**src/rtl/ifill_buffer.sv**
```systemverilog
module ifill_buffer #(
  parameter int LA_W   = 10,
  parameter int WORD_W = 32
) (
  input  logic                  clk,
  input  logic                  rst_n,
  input  logic                  fill_start,
  input  logic [LA_W-1:0]       fill_line,
  input  logic                  fill_eight,
  input  logic [2:0]            fill_target,
  input  logic                  fill_cacheable,
  input  logic                  fill_touch,
  input  logic                  fill_no_alloc,
  input  logic                  bus_wide,
  input  logic                  beat_valid,
  input  logic [2:0]            beat_idx,
  input  logic [2*WORD_W-1:0]   beat_data,
  input  logic                  lk_valid,
  input  logic [LA_W+2:0]       lk_addr,
  output logic                  lk_hit,
  output logic [WORD_W-1:0]     lk_data,
  output logic                  cw_valid,
  output logic [LA_W-1:0]       cw_line,
  output logic [8*WORD_W-1:0]   cw_data
);
  localparam int NW = 8;

  logic [WORD_W-1:0] words [NW];
  logic [NW-1:0]     vmask, need, wr_en, new_mask;
  logic [LA_W-1:0]   tag;
  logic              is_eight, is_cach, do_alloc, done;

  wire [2:0]        lw       = lk_addr[2:0];
  wire              tag_hit  = lk_addr[LA_W+2:3] == tag;
  wire [WORD_W-1:0] lo_word  = beat_data[WORD_W-1:0];
  wire [WORD_W-1:0] hi_word  = beat_data[2*WORD_W-1:WORD_W];

  always_comb begin
    wr_en = '0;
    if (beat_valid && !fill_start) begin
      if (bus_wide) begin
        wr_en[{beat_idx[2:1], 1'b0}] = 1'b1;
        wr_en[{beat_idx[2:1], 1'b1}] = 1'b1;
      end else begin
        wr_en[beat_idx] = 1'b1;
      end
    end
    wr_en = wr_en & need;
  end

  assign new_mask = vmask | wr_en;

  wire              hit_c  = lk_valid && tag_hit && (vmask[lw] || wr_en[lw]);
  wire [WORD_W-1:0] byp_w  = (bus_wide && lw[0]) ? hi_word : lo_word;
  wire [WORD_W-1:0] data_c = wr_en[lw] ? byp_w : words[lw];

  always_ff @(posedge clk) begin
    if (!rst_n) begin
      vmask    <= '0;
      need     <= '0;
      tag      <= '0;
      is_eight <= 1'b0;
      is_cach  <= 1'b0;
      do_alloc <= 1'b0;
      done     <= 1'b1;
      cw_valid <= 1'b0;
      lk_hit   <= 1'b0;
      lk_data  <= '0;
    end else begin
      cw_valid <= 1'b0;
      lk_hit   <= hit_c;
      lk_data  <= hit_c ? data_c : '0;
      if (fill_start) begin
        vmask    <= '0;
        tag      <= fill_line;
        need     <= fill_eight ? 8'hFF : (fill_target[2] ? 8'hF0 : 8'h0F);
        is_eight <= fill_eight;
        is_cach  <= fill_cacheable;
        do_alloc <= !fill_no_alloc || fill_touch;
        done     <= 1'b0;
      end else begin
        vmask <= new_mask;
        if (!done && (new_mask & need) == need) begin
          done     <= 1'b1;
          cw_valid <= is_eight && is_cach && do_alloc;
        end
      end
    end
  end

  always_ff @(posedge clk) begin
    for (int i = 0; i < NW; i++)
      if (wr_en[i]) words[i] <= (bus_wide && i[0]) ? hi_word : lo_word;
  end

  assign cw_line = tag;

  for (genvar g = 0; g < NW; g++) begin : g_cw
    assign cw_data[g*WORD_W +: WORD_W] = words[g];
  end

endmodule

```
**config.mk**
```make
export PLATFORM = sky130hd
export DESIGN_NAME = ifill_buffer
export DESIGN_NICKNAME = d
export VERILOG_FILES = /design/src/rtl/ifill_buffer.sv
export SDC_FILE = /design/constraint.sdc
export NUM_CORES = 1
export LEC_CHECK = 0
export ABC_AREA = 1
export CAP_MARGIN = 20
export CORE_MARGIN = 5
export CORE_UTILIZATION = 53
export CTS_CLUSTER_DIAMETER = 50
export CTS_CLUSTER_SIZE = 25
export DETAILED_ROUTE_END_ITERATION = 10
export DONT_BUFFER_PORTS = 1
export PLACE_DENSITY = 0.68
export SYNTH_ARGS = -nofsm -noshare
export SYNTH_HDL_FRONTEND = slang
export SYNTH_SLANG_ARGS = --single-unit
```
**constraint.sdc**
```tcl
create_clock -name clk -period 9.8 [get_ports clk]
set_clock_uncertainty 0.2 [all_clocks]
set_input_delay 1.47 -clock clk [delete_from_list [all_inputs] [get_ports clk]]
set_output_delay 1.47 -clock clk [all_outputs]
set_load 0.05 [all_outputs]
```
==> results.tsv <==
stage	metric	value	unit
timing	final setup vio count	0	
global_route	largest net degree at the start of global routing	138	
global_route	vias in the first global route	9029	
floorplanning	Initial Util	54.1	%
detailed_routing	Post-DRT Antenna Nets	0	
synthesis	Syn Area/Cell	10.6	sq um
timing	RSZ-0062 raised after global routing	no	
timing	Tcrit/Tclk final	49.8	%
outcome	status	complete, no violations	
min_path	worst hold path class	reg2reg	
clock_network	worst-case clock buffer depth	3	
detailed_routing	TritonRoute pass-1 iters	5	
layout	antenna diode count	0	
critical_path	CP max FO	34	
power_and_ir_drop	Sw Share	24.5	%
power_and_ir_drop	Internal Dissipation	0.00228	W
layout	Non-Filler Instances	1557	
layout	Area Overhead vs Synth	10.2	%
global_route	GRT overflow	0	
clock_network	TritonCTS clock tree	done	
critical_path	Worst EP required	10030	ps
power_and_ir_drop	sequential power share	49.7	%
timing	TNS Setup	0	ps
clock_network	Post-CTS Repair Setup Buffers	0	
detailed_routing	DR WL/cell	25.7	um
placement	placed instance area	13300	sq um
clock_network	Root Driver	clkbuf_16	
layout	post-route design area	14500	sq um
critical_path	Crit Path Category	in2reg	
floorplanning	site row count	57	
power_and_ir_drop	share of power burned in the clock network	45.2	%
synthesis	Synth Net Count	1344	
placement	number of I/O port buffers	0	
synthesis	Unique masters post-synth	31	
detailed_routing	via count	9506	
timing	Worst-Margin Slew	1140	ps
clock_network	htree depth	2	
clock_network	Clock Latency Late Sink	510	ps
timing	Min Hold Slack	277	ps
critical_path	CP Capture Type	flip-flop	
synthesis	cells after synthesis	1241	
global_route	initial antenna violation count	0	
synthesis	flops & latches, synth	314	
floorplanning	Die Ht	168	um
clock_network	TritonCTS Sinks	314	
critical_path	Critical Path AT	5110	ps
timing	fmax	205	MHz
floorplanning	die area	28100	sq um
clock_network	clk slew on worst S/H paths	70	ps
timing	Final Hold Fails	0	
layout	Layout Nets	1310	
timing	max-slew violation count	0	
floorplanning	core area	24400	sq um
power_and_ir_drop	P_sw	0.000740	W
timing	fin crit period	4880	ps
floorplanning	DIE WIDTH	168	um
synthesis	register area share after synthesis	67.1	%
power_and_ir_drop	pwr/cell area	208	nW/um^2
critical_path	Startpoint Class	primary input	
power_and_ir_drop	Logic pwr share	5.1	%
placement	DP HPWL	24900	um
detailed_routing	DR iter-0 viols	799	
global_route	aggregate global-route resource usage	27.2	%
clock_network	Resized cells post-CTS	0	
synthesis	synthesized cell area	13200	sq um
floorplanning	Top Ports	403	
clock_network	Post-CTS Hold Buffers	0	
detailed_routing	Vias/cell	6.11	
synthesis	Post-synth top flop	edfxtp_1	
synthesis	asr flop ratio synth	0	%
detailed_routing	DRC viols	0	
layout	layout cells sized above 1	9.65	%
flow_run	total of max-cap violations	0	
power_and_ir_drop	leakage	5.16	nW
placement	final RePlAce weighted congestion	0.854	
power_and_ir_drop	VDD IR max	170	uV
synthesis	EDFF count, synth	256	
timing	worst slew margin relative to its limit	24.0	%
detailed_routing	DRT Wirelength	40100	um
power_and_ir_drop	Final Power	0.00302	W
global_route	first-pass GRT wire length	58300	um
placement	Inst Count DP	1494	
synthesis	synthesis warning total	0	
clock_network	TritonCTS Buffers	35	
layout make-up:
class,count,area (sq um)
clock buffer,38,951
clock inverter,25,294
fill,1979,9860
inverter,64,243
multi-input combinational,783,3700
sequential,314,8850
tap,324,405
timing repair buffer,9,87.6
registers in the layout (all words and copies together) (netlist names):
name	count
done	1
need	2
cw_line	10
cw_valid	1
is_eight	1
is_cach	1
do_alloc	1
lk_hit	1
lk_data	32
vmask	8
words	256
power by group through the flow:
stage | Combinational, W | Sequential (W) | Clock (W)
6_report | 0.000155 | 0.00150 | 0.00136
5_1_grt | 0.000175 | 0.00150 | 0.00145
4_1_cts | 0.000155 | 0.00150 | 0.00139
3_5_place_dp | 0.000154 | 0.00153 | 0
3_3_place_gp | 0.000150 | 0.00153 | 0
2_1_floorplan | 0.000134 | 0.00153 | 0
synthesized netlist by cell type (all sizes together), types with 4 or more instances:
cell type	n	share of area, %
o22ai	64	3.0
xnor2	5	0.33
nor3	4	0.15
inv	61	1.7
a21oi	48	2.6
clkbuf	44	1.3
nand2	227	6.5
nand3	49	1.9
nor2	168	4.9
o21ai	209	7.9
buf	36	1.8
edfxtp	256	58
dfxtp	58	8.8
critical path, cell delays in order:
cell and delay [ps]:
inv_2 260, nand3_1 260, nor2_4 150, buf_4 520
nand2_1 110, nand3_1 110, nand3_2 750, nand2_2 1090
nand2_1 180, a21oi_2 170
placed cells by master, fill, tap and decap left out, types with 2 or more instances in the layout:
master        n
dfxtp_1      58
nor3_1        3
nand3_1      47
nor2_4        3
edfxtp_1    256
o21ai_0     192
nand2_2       3
nor2_1      165
o22ai_1      64
nand4_1       3
nand2_1     224
xnor2_1       5
clkinvlp_4    4
o21ai_1      17
clkbuf_16    38
a21oi_2      29
inv_1        52
clkinv_8      5
inv_16        2
a21oi_1      19
inv_6         6
inv_8         2
nand3_2       2
inv_2        10
buf_4         8
clkinv_1      3
worst paths after layout:
path	from	end	slack, ps	cells after the start
min	vmask[7]	vmask[7]	280	2
min reg2reg	vmask[7]	vmask[7]	280	2
max reg2reg	need[3]	lk_data[2]	5830	9
max	fill_start	lk_data[2]	4920	10
per-stage QoR:
step | utilization (%) | setup slack [ps]
floorplan | - | 5010
global placement | 54.4 | 4500
detailed placement | 54.5 | 4460
CTS | 59.6 | 4970
global route | 59.6 | 4700
finish | 59.6 | 4920
cell families after synthesis:
group / count (synthesis) / share of synthesized area [%]
simple gates: 451 / 13.6
compound gates: 327 / 14.0
flops: 314 / 67.1
buf+inv: 144 / 4.92
xor+xnor: 5 / 0.332
metal layers:
metal / global-route usage, % / vias to the layer above / wire length, um
li1: - / 4290 / -
met1: 34.2 / 4524 / 14600
met2: 44.1 / 600 / 19200
met3: 9.74 / 92 / 5110
met4: 8.96 / 0 / 1180
met5: 0 / - / 0
(Power assumes the default switching activity.)
